<file path="src/rtl/pcu_pkg.sv">
package pcu_pkg;

  localparam int unsigned SEL_W = 8;

  typedef enum logic [7:0] {
    EV_IC_FETCH   = 8'h00,
    EV_FETCH_STL  = 8'h01,
    EV_DEP_STL    = 8'h02,
    EV_ITLB_MISS  = 8'h03,
    EV_DTLB_MISS  = 8'h04,
    EV_BRANCH     = 8'h05,
    EV_BR_MISS    = 8'h06,
    EV_INSTR      = 8'h07,
    EV_BUF_CYCLE  = 8'h08,
    EV_BUF_RUN    = 8'h09,
    EV_DC_ACCESS  = 8'h0A,
    EV_DC_MISS    = 8'h0B,
    EV_WRITEBACK  = 8'h0C,
    EV_PC_SW      = 8'h0D
  } pcu_code_e;

  // Conditioned events, one cycle wide, after edge detect and filtering.
  typedef struct packed {
    logic       ic_fetch;
    logic       fetch_stall;
    logic       dep_stall;
    logic       itlb_miss;
    logic       dtlb_miss;
    logic       branch;
    logic       branch_miss;
    logic       instr;
    logic       buf_cycle;
    logic       buf_run;
    logic       dc_access;
    logic       dc_miss;
    logic [1:0] wb_halves;
    logic       pc_sw;
  } pcu_events_t;

  // Amount a counter selecting 'code' advances this cycle; reserved codes give 0.
  function automatic logic [1:0] event_amount(input logic [SEL_W-1:0] code,
                                               input pcu_events_t ev);
    logic [1:0] amt;
    case (code)
      EV_IC_FETCH:  amt = {1'b0, ev.ic_fetch};
      EV_FETCH_STL: amt = {1'b0, ev.fetch_stall};
      EV_DEP_STL:   amt = {1'b0, ev.dep_stall};
      EV_ITLB_MISS: amt = {1'b0, ev.itlb_miss};
      EV_DTLB_MISS: amt = {1'b0, ev.dtlb_miss};
      EV_BRANCH:    amt = {1'b0, ev.branch};
      EV_BR_MISS:   amt = {1'b0, ev.branch_miss};
      EV_INSTR:     amt = {1'b0, ev.instr};
      EV_BUF_CYCLE: amt = {1'b0, ev.buf_cycle};
      EV_BUF_RUN:   amt = {1'b0, ev.buf_run};
      EV_DC_ACCESS: amt = {1'b0, ev.dc_access};
      EV_DC_MISS:   amt = {1'b0, ev.dc_miss};
      EV_WRITEBACK: amt = ev.wb_halves;
      EV_PC_SW:     amt = {1'b0, ev.pc_sw};
      default:      amt = 2'd0;
    endcase
    return amt;
  endfunction

endpackage

</file>
<file path="src/rtl/pcu_event_shape.sv">
module pcu_event_shape (
  input  logic                 clk,
  input  logic                 rst_n,
  input  logic                 ic_fetch_i,
  input  logic                 fetch_stall_i,
  input  logic                 dep_stall_i,
  input  logic                 itlb_miss_i,
  input  logic                 dtlb_miss_i,
  input  logic                 branch_i,
  input  logic                 branch_miss_i,
  input  logic                 instr_i,
  input  logic                 buf_stall_i,
  input  logic                 dc_access_i,
  input  logic                 dc_miss_i,
  input  logic [1:0]           wb_halves_i,
  input  logic                 pc_change_i,
  input  logic                 pc_vector_i,
  output pcu_pkg::pcu_events_t ev_o
);

  logic buf_prev_q;
  logic buf_rise;
  logic pc_sw_change;

  always_ff @(posedge clk) begin
    if (!rst_n) buf_prev_q <= 1'b0;
    else        buf_prev_q <= buf_stall_i;
  end

  assign buf_rise     = buf_stall_i & ~buf_prev_q;
  assign pc_sw_change = pc_change_i & ~pc_vector_i;

  always_comb begin
    ev_o.ic_fetch    = ic_fetch_i;
    ev_o.fetch_stall = fetch_stall_i;
    ev_o.dep_stall   = dep_stall_i;
    ev_o.itlb_miss   = itlb_miss_i;
    ev_o.dtlb_miss   = dtlb_miss_i;
    ev_o.branch      = branch_i;
    ev_o.branch_miss = branch_miss_i;
    ev_o.instr       = instr_i;
    ev_o.buf_cycle   = buf_stall_i;
    ev_o.buf_run     = buf_rise;
    ev_o.dc_access   = dc_access_i;
    ev_o.dc_miss     = dc_miss_i;
    ev_o.wb_halves   = wb_halves_i;
    ev_o.pc_sw       = pc_sw_change;
  end

  // A run pulse can never occur in two consecutive cycles.
  assert_single_run_pulse_R4: assert property (@(posedge clk) disable iff (!rst_n)
    buf_rise |=> !buf_rise);

  // A held stall level yields no further run pulse.
  assert_run_needs_gap_R4: assert property (@(posedge clk) disable iff (!rst_n)
    buf_stall_i && $past(buf_stall_i) |-> !ev_o.buf_run);

  // Vector entries never reach the software PC change event.
  assert_vector_filtered_R6: assert property (@(posedge clk) disable iff (!rst_n)
    pc_vector_i |-> !ev_o.pc_sw);

endmodule

</file>
<file path="src/rtl/pcu_counter_slice.sv">
module pcu_counter_slice #(
  parameter int CTR_W = 32
) (
  input  logic             clk,
  input  logic             rst_n,
  input  logic             enable_i,
  input  logic [1:0]       amount_i,
  input  logic             clear_all_i,
  input  logic             wr_en_i,
  input  logic [CTR_W-1:0] wr_data_i,
  input  logic             ovf_clr_i,
  output logic [CTR_W-1:0] count_o,
  output logic             ovf_o
);

  // Sum with carry out; the carry marks a wrap through zero.
  function automatic logic [CTR_W:0] wrap_add(input logic [CTR_W-1:0] a,
                                              input logic [1:0] b);
    return {1'b0, a} + {{(CTR_W-1){1'b0}}, b};
  endfunction

  logic [CTR_W:0] sum;
  logic           step;
  logic           wrap_evt;

  assign sum      = wrap_add(count_o, amount_i);
  assign step     = enable_i && !wr_en_i && !clear_all_i;
  assign wrap_evt = step && sum[CTR_W];

  always_ff @(posedge clk) begin
    if (!rst_n) begin
      count_o <= '0;
    end else if (wr_en_i) begin
      count_o <= wr_data_i;
    end else if (clear_all_i) begin
      count_o <= '0;
    end else if (enable_i) begin
      count_o <= sum[CTR_W-1:0];
    end
  end

  always_ff @(posedge clk) begin
    if (!rst_n)         ovf_o <= 1'b0;
    else if (wrap_evt)  ovf_o <= 1'b1;
    else if (ovf_clr_i) ovf_o <= 1'b0;
  end

  assert_hold_disabled_R8: assert property (@(posedge clk) disable iff (!rst_n)
    !enable_i && !wr_en_i && !clear_all_i |=> $stable(count_o));

  assert_write_wins_R10: assert property (@(posedge clk) disable iff (!rst_n)
    wr_en_i |=> count_o == $past(wr_data_i));

  assert_clear_all_R9: assert property (@(posedge clk) disable iff (!rst_n)
    clear_all_i && !wr_en_i |=> count_o == '0);

  assert_flag_sticky_R11: assert property (@(posedge clk) disable iff (!rst_n)
    ovf_o && !ovf_clr_i |=> ovf_o);

  assert_flag_on_wrap_R11: assert property (@(posedge clk) disable iff (!rst_n)
    wrap_evt |=> ovf_o && count_o < CTR_W'(3));

endmodule

</file>
<file path="src/rtl/perf_counter_unit.sv">
module perf_counter_unit #(
  parameter  int NUM_CTR = 4,
  parameter  int CTR_W   = 32,
  localparam int ADDR_W  = $clog2(NUM_CTR) + 1
) (
  input  logic              clk,
  input  logic              rst_n,
  input  logic              ev_icache_fetch,
  input  logic              ev_fetch_stall,
  input  logic              ev_dep_stall,
  input  logic              ev_itlb_miss,
  input  logic              ev_dtlb_miss,
  input  logic              ev_branch,
  input  logic              ev_branch_miss,
  input  logic              ev_instr,
  input  logic              ev_buf_stall,
  input  logic              ev_dc_access,
  input  logic              ev_dc_miss,
  input  logic [1:0]        ev_wb_halves,
  input  logic              ev_pc_change,
  input  logic              ev_pc_vector,
  input  logic              reg_wr,
  input  logic [ADDR_W-1:0] reg_addr,
  input  logic [CTR_W-1:0]  reg_wdata,
  output logic [CTR_W-1:0]  reg_rdata
);
  import pcu_pkg::*;

  localparam int SEL_TOT  = NUM_CTR * SEL_W;
  localparam int CTR_BASE = 1 << $clog2(NUM_CTR);
  localparam logic [ADDR_W-1:0] A_CTRL = ADDR_W'(0);
  localparam logic [ADDR_W-1:0] A_FLAG = ADDR_W'(1);
  localparam logic [ADDR_W-1:0] A_SEL  = ADDR_W'(2);

  pcu_events_t          ev;
  logic                 enable_q;
  logic [SEL_TOT-1:0]   sel_q;
  logic                 clear_all;
  logic [NUM_CTR-1:0]   ovf;
  logic [CTR_W-1:0]     cnt [NUM_CTR];

  pcu_event_shape u_shape (
    .clk           (clk),
    .rst_n         (rst_n),
    .ic_fetch_i    (ev_icache_fetch),
    .fetch_stall_i (ev_fetch_stall),
    .dep_stall_i   (ev_dep_stall),
    .itlb_miss_i   (ev_itlb_miss),
    .dtlb_miss_i   (ev_dtlb_miss),
    .branch_i      (ev_branch),
    .branch_miss_i (ev_branch_miss),
    .instr_i       (ev_instr),
    .buf_stall_i   (ev_buf_stall),
    .dc_access_i   (ev_dc_access),
    .dc_miss_i     (ev_dc_miss),
    .wb_halves_i   (ev_wb_halves),
    .pc_change_i   (ev_pc_change),
    .pc_vector_i   (ev_pc_vector),
    .ev_o          (ev)
  );

  assign clear_all = reg_wr && (reg_addr == A_CTRL) && reg_wdata[1];

  always_ff @(posedge clk) begin
    if (!rst_n) begin
      enable_q <= 1'b0;
      sel_q    <= '0;
    end else if (reg_wr) begin
      if (reg_addr == A_CTRL) enable_q <= reg_wdata[0];
      if (reg_addr == A_SEL)  sel_q    <= reg_wdata[SEL_TOT-1:0];
    end
  end

  for (genvar n = 0; n < NUM_CTR; n++) begin : g_ctr
    logic [SEL_W-1:0] code;
    logic [1:0]       amount;
    logic             wr_hit;
    logic             flag_clr;

    assign code     = sel_q[n*SEL_W +: SEL_W];
    assign amount   = event_amount(code, ev);
    assign wr_hit   = reg_wr && (reg_addr == ADDR_W'(CTR_BASE + n));
    assign flag_clr = reg_wr && (reg_addr == A_FLAG) && reg_wdata[n];

    pcu_counter_slice #(.CTR_W(CTR_W)) u_slice (
      .clk         (clk),
      .rst_n       (rst_n),
      .enable_i    (enable_q),
      .amount_i    (amount),
      .clear_all_i (clear_all),
      .wr_en_i     (wr_hit),
      .wr_data_i   (reg_wdata),
      .ovf_clr_i   (flag_clr),
      .count_o     (cnt[n]),
      .ovf_o       (ovf[n])
    );

    assert_reserved_silent_R7: assert property (@(posedge clk) disable iff (!rst_n)
      code > SEL_W'(8'h0D) && !wr_hit && !clear_all |=> $stable(cnt[n]));

    assert_amount_range_R5: assert property (@(posedge clk) disable iff (!rst_n)
      amount != 2'd3);
  end

  always_comb begin
    reg_rdata = '0;
    if (reg_addr == A_CTRL) reg_rdata[0] = enable_q;
    if (reg_addr == A_FLAG) reg_rdata[NUM_CTR-1:0] = ovf;
    if (reg_addr == A_SEL)  reg_rdata[SEL_TOT-1:0] = sel_q;
    for (int n = 0; n < NUM_CTR; n++) begin
      if (reg_addr == ADDR_W'(CTR_BASE + n)) reg_rdata = cnt[n];
    end
  end

endmodule

</file>
<file path="config.mk">
export PLATFORM = sky130hd
export DESIGN_NAME = perf_counter_unit
export DESIGN_NICKNAME = d
export VERILOG_FILES = /design/src/rtl/pcu_pkg.sv /design/src/rtl/pcu_event_shape.sv /design/src/rtl/pcu_counter_slice.sv /design/src/rtl/perf_counter_unit.sv
export SDC_FILE = /design/constraint.sdc
export NUM_CORES = 1
export LEC_CHECK = 0
export BUFFER_PORTS_ARGS = -buffer_cell sky130_fd_sc_hd__buf_4
export CAP_MARGIN = 20
export CELL_PAD_IN_SITES_DETAIL_PLACEMENT = 0
export CELL_PAD_IN_SITES_GLOBAL_PLACEMENT = 1
export CORE_MARGIN = 2
export CORE_UTILIZATION = 45
export CTS_BUF_LIST = sky130_fd_sc_hd__clkbuf_16
export CTS_CLUSTER_SIZE = 14
export DETAILED_ROUTE_END_ITERATION = 8
export GPL_TIMING_DRIVEN = 0
export PLACE_DENSITY = 0.82
export SLEW_MARGIN = 20
export SYNTH_ARGS = -nofsm -noshare
export SYNTH_HDL_FRONTEND = slang
export SYNTH_HIERARCHICAL = 1
export SYNTH_SLANG_ARGS = --single-unit
</file>
<file path="constraint.sdc">
create_clock -name clk -period 9.05 [get_ports clk]
set_input_delay 2.2625 -clock clk [delete_from_list [all_inputs] [get_ports clk]]
set_output_delay 2.2625 -clock clk [all_outputs]
set_load 0.03 [all_outputs]
</file>
### Word level (Yosys, flattened, before mapping)

Index checks and enable logic that the tools add are counted.

| operators by class | value |
|---|---|
| $add $sub $neg | 4 |
| eq/ne operators | 58 |
| mux-type cells | 31 |
| bitwise gates (word level) | 4 |
| reductions and logical operators | 43 |

Operator list:

| cell | number |
|---|---|
| $mux W32 | 17 |
| $eq A8 B4 Y1 const B | 24 |
| $add A32 B2 Y33 | 4 |
| $eq A8 B3 Y1 const B | 16 |
| $pmux W2 S14 | 4 |
| $eq A8 B2 Y1 const B | 8 |
| $eq A8 B1 Y1 const B | 4 |
| $logic_not A8 Y1 | 4 |
| $logic_and A1 B1 Y1 | 23 |
| $eq A3 B3 Y1 const B | 4 |
| $reduce_bool A3 Y1 | 4 |
| $mux W1 | 9 |
| $reduce_bool A2 Y1 | 4 |
| $logic_not A1 Y1 | 5 |
| $mux W4 | 1 |
| $reduce_and A2 Y1 | 2 |
| $eq A3 B1 Y1 const B | 1 |
| $eq A3 B2 Y1 const B | 1 |
| $logic_not A3 Y1 | 1 |
| $and A1 B1 Y1 | 2 |
| $not A1 Y1 | 2 |

| word-level totals | value |
|---|---|
| register bits after elaboration | 166 |
| output and inout bits | 32 |

### Longest topological paths before layout

Gate-level depths: netlist of the first run.

| logic depth | value |
|---|---|
| depth in word-level cells | 8 |
| depth in mapped cells | 12 |
| depth with buffers taken out | 11 |

### Hierarchy

The synthesis of the first run kept the hierarchy.

By module, submodules not included:

| module | times used | cells an instance | area an instance (µm²) |
|---|---|---|---|
| pcu_counter_slice at g_ctr[0].u_slice ... | 3 | 280 | 2,167.1 |
| perf_counter_unit | 1 | 387 | 3,223.1 |
| pcu_counter_slice at g_ctr[1].u_slice | 1 | 279 | 2,173.3 |
| pcu_event_shape | 1 | 19 | 166.4 |

### Worst setup path before layout of the first run

No wires, ideal clock.

| path | value |
|---|---|
| kind | input -> output |
| start point | in reg_addr[2] |
| end point | out reg_rdata[0] |
| data arrival time | 3.594 ns |
| required time | 6.787 ns |
| setup slack | 3.194 ns |
| stages on the path | 5 |
| path buffers | 3 |
| cells stage by stage | buf_2 buf_2 buf_2 nand2_1 o21ai_0 |

| on the way | value |
|---|---|
| longest elaborated chain between the ends | 8 |
| elaborated cells between the ends (all ways) | 14 |
| those cells by class | 6 x eq/ne; 7 x mux; 1 x reduce/logical |

Ends and longest elaborated chain:

| element | line | RTL |
|---|---|---|
| start: declaration | perf_counter_unit.sv:23 | `input logic [ADDR_W-1:0] reg_addr,` |
| $logic_not A3 Y1 | perf_counter_unit.sv:107 | `if (reg_addr == A_CTRL) reg_rdata[0] = enable_q;` |
| $mux W1 | perf_counter_unit.sv:107 |  |
| $mux W4 | perf_counter_unit.sv:108 | `if (reg_addr == A_FLAG) reg_rdata[NUM_CTR-1:0] = ovf;` |
| $mux W32 | perf_counter_unit.sv:109 | `if (reg_addr == A_SEL) reg_rdata[SEL_TOT-1:0] = sel_q;` |
| $mux W32 (3 in series) | perf_counter_unit.sv:111 | `if (reg_addr == ADDR_W'(CTR_BASE + n)) reg_rdata = cnt[n];` |
| $mux W32 (*) | perf_counter_unit.sv:111 |  |
| end: declaration | perf_counter_unit.sv:25 | `output logic [CTR_W-1:0] reg_rdata` |

Every way passes the cells marked *; elsewhere a longest branch is shown, timed or not.

### Worst setup path in the final report of the first run

| path | value |
|---|---|
| start point | in reg_addr[2] |
| end point | out reg_rdata[19] |

| on the way | value |
|---|---|
| longest elaborated chain between the ends | 6 |
| elaborated cells between the ends (all ways) | 10 |
| those cells by class | 5 x eq/ne; 5 x mux |

Ends and longest elaborated chain:

| element | line |
|---|---|
| $eq A3 B2 Y1 | perf_counter_unit.sv:109 |
| $mux W32 | perf_counter_unit.sv:109 |
| $mux W32 (3 in series) | perf_counter_unit.sv:111 |
| $mux W32 (*) | perf_counter_unit.sv:111 |

Marked as above.

==> flow_summary_export.csv, run 1 <==
group,metric,value,unit
status,status,"completed",
clock_tree,cts_tree,"built",
synthesis,synth_top_family_by_area,"simple AND/OR/NAND/NOR gates",
sta,fmax,159.6,MHz
synthesis,synth_fa_ha_area_share,1.493,%
synthesis,synth.distinct_cells,70,
sta,min_period,6268,ps
die,dieArea,28140,µm²
sta,skew,14.88,ps
route,route.antenna.remaining_nets,0,
finish,fin_util,51.71,%
global_routing,antenna_found_initial,1,
die,num_rows,59,
clock_tree,numCtsBuffers,17,
finish,syn2layout_area_growth,12.32,%
route,drcViolationCount,0,
clock_tree,holdBufCountCts,0,
worst_setup_path,r2r_end,"g_ctr[0].u_slice/count_o[28]",
worst_setup_path,cpMostUsedCell,"buf_2",
sta,max_slew_margin,29.59,%
die,io_pins,85,
clock_tree,cts_resized,0,
sta,fin_setup_tns,0,ps
synthesis,ys_top_cells_by_area,"dfxtp_1, nand2_1, nand3_1",
worst_setup_path,critical_path.max_fanout,10,
global_routing,grt_pass1_vias,12210,
synthesis,synth.area.mux_share,8.224,%
route,top_layer,"met4",
route,wl_met2,22830,µm
finish,layout.nets,1678,
route,initialDrtViolationCount,1869,
worst_setup_path,r2r_slack,5360,ps
synthesis,ys_top_cells_by_count,"nand2_1, dfxtp_1, nand3_1",
worst_hold_path,hold_path_class,"reg2reg",
sta,worst_slew_pin_slew,1046,ps
synthesis,yosysMostFrequentCell,"nand2_1",
worst_setup_path,crit_chain,"buf_2 > buf_2 > buf_2 > o21ai_0 > a22oi_1 > o22ai_1 > buf_4",
die,initial_core_util,46.03,%
synthesis,seq_area_frac_synth,27.55,%
finish,multiInputGateArea,8000,µm²
global_routing,grt_start_max_net_pins,24,
sta,setup_slack,2783,ps
pwr,leakage,4.757,nW
route,vias,13650,
die,chipHeight,167.7,µm
worst_setup_path,slowest_delay,510,ps
clock_tree,clock-sinks,166,
synthesis,synth_compound_area_share,26.08,%
clock_tree,root_buffer,"clkbuf_16",
pwr,vdd_drop_max,116.7,µV
die,die_width,167.7,µm
finish,seq_area,3323,µm²
clock_tree,clk_latency,450,ps
sta,rsz0062_at_grt,"false",
run,max_cap_violations,0,
worst_setup_path,slowest_stage,"o21ai_0",
pwr,power_density,131.7,nW/µm²
synthesis,synth-simple-area-share,29.93,%
route,drt-total-wl,53700,µm
clock_tree,post_cts_buffers,0,
global_routing,grt_usage,37.32,%
worst_setup_path,required,6790,ps
sta,drv_slew,0,
clock_tree,clk_pin_slew,70,ps
worst_setup_path,critPathLaunchType,"input port",
worst_setup_path,cp-end-kind,"primary output",
route,m1WireLength,21200,µm
synthesis,yosysTopAreaCell,"dfxtp_1",
placement,port-buffer-count,69,
synthesis,ys_ff_latch,166,
synthesis,synth_xor_area_share,0.5808,%
worst_hold_path,hold_depth,2,
worst_hold_path,hp-start,"sel_q[13]",
worst_setup_path,reg2reg_depth,7,
worst_setup_path,reg2reg_from,"sel_q[4]",
synthesis,ys_warn_count,6,
global_routing,grt-ovfl-total,0,
synthesis,synth-main-ff-cell,"dfxtp_1",
route,viasPerCell,6.958,
finish,nFillCells,2591,
route,wl_met3,6087,µm
route,firstDrtPassIters,6,
sta,setup_viol,0,
synthesis,synth_nets,1590,
worst_setup_path,critPathKind,"in2out",
finish,drive_above_1_share,15.19,%
synthesis,synth_area_per_cell,7.911,µm²
die,core_area,26210,µm²
synthesis,async_reset_ff_share,0,%
placement,place.gp.congestion,1.016,
synthesis,synth-edff-count,0,
synthesis,synth_area,12060,µm²
clock_tree,clockBufferDepth,2,
worst_hold_path,holdPathEnd,"sel_q[13]",
worst_setup_path,critPathArrivalTime,4010,ps
synthesis,synth_top_area_share,27.55,%
placement,hpwl,38620,µm
placement,dp_slack,2907,ps
sta,hold_ws,474.8,ps
global_routing,grt_pass1_wl,78640,µm
sta,hold_viol,0,
sta,finalCritPeriodShare,69.25,%
clock_tree,cts_max_level,4,
route,wire_per_inst,27.37,µm
synthesis,synthCells,1525,
-- layer usage --
metal	up-vias	GRT usage, %
met1	6554	49.31
met3	167	9.407
met5	-	0
met4	0	22.31
li1	6083	-
met2	847	54.90
-- worst max path at each step --
stage | start | to | slack (ps) | depth (start not counted)
6_report | reg_addr[2] | reg_rdata[19] | 2780 | 7
5_1_grt | reg_addr[2] | reg_rdata[19] | 2770 | 7
4_1_cts | reg_addr[2] | reg_rdata[19] | 2900 | 7
3_5_place_dp | reg_addr[2] | reg_rdata[19] | 2910 | 7
3_3_place_gp | reg_addr[2] | reg_rdata[19] | 2910 | 7
2_1_floorplan | reg_addr[2] | reg_rdata[0] | 3190 | 5
-- through the flow --
step / power, W / area (µm²) / cells
finish: 0.001784 / 13550 / 1962
global route: 0.001830 / 13550 / 1961
CTS: 0.001775 / 13550 / 1961
detailed placement: 0.001069 / 13000 / 1929
global placement: 0.001066 / 13000 / 1929
floorplan: 0.0009472 / 12060 / 1525
-- final cells by class --
type | instances | share of cell area [%]
multi-input cells | 1211 | 59.04
flip-flops and latches | 166 | 24.52
plain buffers | 125 | 4.829
diodes | 1 | 0.01847
clock inverters | 15 | 0.8957
repair buffers | 69 | 3.823
clock buffers | 17 | 3.139
well taps | 335 | 3.093
inverters | 23 | 0.6371
-- power breakdown --
part / internal [W] / switching (W)
Clock: 0.000359 / 0.000359
Combinational: 0.0000927 / 0.000171
Sequential: 0.000754 / 0.0000466
-- placed cells by master, fill, tap and decap left out, types with 17 or more instances in the layout --
master	n
nand2_1	215
dfxtp_1	166
nand3_1	87
buf_4	84
a21oi_1	74
nor3_1	69
o21ai_0	62
clkbuf_1	56
nand4_1	47
nor2_1	44
mux2i_1	38
buf_2	37
o211ai_1	36
and2_1	33
a22oi_1	32
o22ai_1	32
a21boi_1	30
mux2_2	29
and3_1	28
a31oi_1	27
and4_1	27
a211oi_1	26
inv_1	24
a32oi_1	24
nor4_1	20
or4_1	19
clkbuf_16	17
-- cell families after synthesis --
group / after synthesis
flops: 166
buf+inv: 148
simple gates: 662
compound gates: 450
xor+xnor: 8
mux: 79
fa+ha+maj: 12
-- sequential cells by signal (all words and copies together), names as in the netlist --
register / count
u_shape/buf_prev_q: 1
enable_q: 1
g_ctr.u_slice/ovf_o: 4
g_ctr.u_slice/count_o: 128
sel_q: 32
-- critical path, delay by kind of cell --
family	cells	cell delay (ps)
AO/OA/AOI/OAI	3	890
buffers and inverters	4	830
Note: power is estimated with default switching activity, not from simulation.
==> run 2, diff against run 1 <==
- ABC_AREA: default -> 1
- CORE_UTILIZATION: 45 -> 44
- PLACE_DENSITY: 0.82 -> 0.85
- clock period: 9.05 -> 6.5 ns (I/O delays scaled with it)
==> run 2 against run 1 <==
First-iteration DRC count is 11% higher. Final area is 12% higher. Via count grew 19%. Die area grew 15%. Worst hold slack worse by 9.9 ps. Global-route usage up 1.5 points. Critical endpoint is now reg_rdata[25]. Setup slack got worse by 1200 ps. Flip-flop and latch count is the same.
==> flow_summary_export.csv, run 2 <==
group,metric,value,unit
synthesis,ys_warn_count,6,
synthesis,yosysMostFrequentCell,"nand2_1",
synthesis,synth-edff-count,0,
clock_tree,cts_tree,"built",
sta,hold_viol,0,
sta,setup_slack,1563,ps
worst_hold_path,hold_depth,2,
worst_setup_path,r2r_slack,3240,ps
worst_setup_path,crit_chain,"buf_4 > inv_2 > nand3_4 > buf_2 > o21ai_0 > a21oi_1 > nand3_1 > buf_4",
synthesis,synth_area,13560,µm²
sta,worst_slew_pin_slew,739.9,ps
route,drt-total-wl,64440,µm
synthesis,async_reset_ff_share,0,%
global_routing,grt_usage,38.83,%
synthesis,synth_nets,2332,
status,status,"completed",
clock_tree,clk_latency,450,ps
finish,multiInputGateArea,8685,µm²
worst_setup_path,slowest_delay,440,ps
die,num_rows,64,
pwr,vdd_drop_max,187.5,µV
sta,skew,8.872,ps
placement,place.gp.congestion,1.012,
worst_setup_path,crit_buf_inv,4,
run,max_cap_violations,0,
global_routing,antenna_found_initial,3,
synthesis,ys_top_cells_by_count,"nand2_1, a21oi_1, nor2_1",
route,viasPerCell,5.884,
pwr,power_density,187.1,nW/µm²
die,core_area,30510,µm²
synthesis,ys_top_cells_by_area,"dfxtp_1, nand2_1, a21oi_1",
worst_hold_path,hp-start,"g_ctr[1].u_slice/ovf_o",
placement,port-buffer-count,72,
worst_hold_path,holdPathEnd,"g_ctr[1].u_slice/ovf_o",
clock_tree,numCtsBuffers,17,
finish,nFillCells,3335,
finish,layout.nets,2425,
global_routing,grt_pass1_vias,14650,
route,route.antenna.remaining_nets,0,
sta,fin_setup_tns,0,ps
synthesis,synth_area_per_cell,5.983,µm²
route,drcViolationCount,0,
clock_tree,clock-sinks,166,
synthesis,synth_top_area_share,24.50,%
synthesis,synthCells,2267,
placement,dp_slack,1667,ps
clock_tree,cts_max_level,4,
placement,dp_cells,2736,
placement,placed_area,14620,µm²
route,vias,16300,
sta,setup_viol,0,
worst_setup_path,r2r_end,"g_ctr[2].u_slice/ovf_o",
sta,drv_slew,0,
finish,fin_area,15220,µm²
finish,syn2layout_area_growth,12.22,%
sta,finalCritPeriodShare,75.95,%
clock_tree,root_buffer,"clkbuf_16",
finish,final_common_cell,"nand2_1",
clock_tree,holdBufCountCts,0,
die,die_width,179.6,µm
route,wire_per_inst,23.26,µm
worst_setup_path,critical_path.max_fanout,10,
die,io_pins,85,
worst_setup_path,reg2reg_depth,15,
worst_setup_path,critPathArrivalTime,3310,ps
synthesis,synth-main-ff-cell,"dfxtp_1",
synthesis,yosysTopAreaCell,"dfxtp_1",
finish,fin_util,49.89,%
clock_tree,clockBufferDepth,2,
worst_setup_path,slowest_stage,"o21ai_0",
worst_setup_path,critPathLaunchType,"input port",
worst_setup_path,cp-end-kind,"primary output",
die,dieArea,32250,µm²
finish,largest_reg_flops,128,
finish,drive_above_1_share,13.78,%
sta,min_period,4937,ps
global_routing,grt_start_max_net_pins,32,
synthesis,ys_ff_latch,166,
clock_tree,post_cts_buffers,0,
global_routing,grt_pass1_wl,93260,µm
finish,max_flop_register,"g_ctr.u_slice/count_o",
sta,max_slew_margin,50.22,%
synthesis,synth.distinct_cells,43,
clock_tree,clk_pin_slew,70,ps
pwr,leakage,6.071,nW
worst_setup_path,cpMostUsedCell,"buf_4",
worst_setup_path,critPathKind,"in2out",
synthesis,seq_area_frac_synth,24.50,%
finish,seq_area,3324,µm²
finish,final_cells,2770,
worst_setup_path,reg2reg_from,"sel_q[17]",
route,initialDrtViolationCount,2073,
route,firstDrtPassIters,6,
worst_setup_path,required,4880,ps
placement,hpwl,49230,µm
sta,fmax,202.6,MHz
finish,layout_common_cells,"nand2_1, a21oi_1, nor2_1",
sta,rsz0062_at_grt,"false",
finish,largestRegisters,"g_ctr.u_slice/count_o (128), sel_q (32), g_ctr.u_slice/ovf_o (4)",
clock_tree,cts_resized,0,
die,initial_core_util,44.46,%
worst_setup_path,path_delay_family,"buffers and inverters",
worst_hold_path,hold_path_class,"reg2reg",
die,chipHeight,179.6,µm
global_routing,grt-ovfl-total,0,
[run 2: changes by cell type after synthesis, moves of 38 or more]
cell     change
inv_1      +149
nand2_1    +342
o21ai_1     +39
nor2_1     +243
nor3_1      -62
nand3_1    +141
mux2i_1     -38
o21ai_0     +97
a21oi_1    +221
[run 2: worst max-delay path by stage]
stage	from	to	slack (ps)	cells past startpoint
after floorplan	reg_addr[2]	reg_rdata[22]	2350	6
after global placement	reg_addr[0]	g_ctr[2].u_slice/count_o[28]	1480	12
after detailed placement	reg_addr[2]	reg_rdata[25]	1670	8
after CTS	reg_addr[2]	reg_rdata[25]	1650	8
after global routing	reg_addr[0]	reg_rdata[20]	1550	8
final	reg_addr[2]	reg_rdata[25]	1560	8
[run 2: metrics by stage]
step	hold WS (ps)	power, W
2_1_floorplan	442.0	0.001522
4_1_cts	466.5	0.002842
3_5_place_dp	456.8	0.001772
5_1_grt	511.5	0.002949
6_report	465.0	0.002849
3_3_place_gp	459.3	0.001767
[run 2: cell families after synthesis]
logic type               Yosys count  share of synthesized area (%)
adder cells (fa/ha/maj)           12                          1.328
buffers and inverters            298                          11.49
AO/OA/AOI/OAI                    557                          21.81
AND/OR/NAND/NOR                 1234                          40.87
flip-flops                       166                          24.50
[run 2: worst register-to-register path: stages, from the launching register on]
cell and delay [ps]:
dfxtp_1 360, inv_1 220, nand2_1 130, o21ai_0 210
nand2_1 90, nand2_1 60, nor2_1 40, nand2_1 150
ha_1 260, fa_1 360, inv_1 110, nor2_2 230
nand2_2 120, nor2_4 190, nand4_1 380, a21boi_0 260
[run 2: report_power, final]
part	leakage [nW]	switching, W	internal, W
clock network	0.292	0.000498	0.000577
logic	4.42	0.000373	0.000189
registers	1.36	0.000126	0.00108
total	6.07	0.000997	0.00185
[run 2: per-layer routing]
metal / GRT usage (%) / vias up / part of all wire (%)
li1: - / 7732 / -
met1: 50.39 / 7519 / 41
met2: 62.33 / 878 / 44
met3: 5.490 / 165 / 8.5
met4: 21.20 / 6 / 6.0
met5: 0 / - / 0.062
[run 2: cell type report]
type	count	share of cell area, %
Sequential cell	166	21.84
Clock inverter	15	1.118
Antenna cell	1	0.01644
Clock buffer	17	2.795
Buffer	111	5.532
Tap cell	396	3.255
Inverter	187	4.710
Timing Repair Buffer	74	3.682
Multi-Input combinational cell	1803	57.05
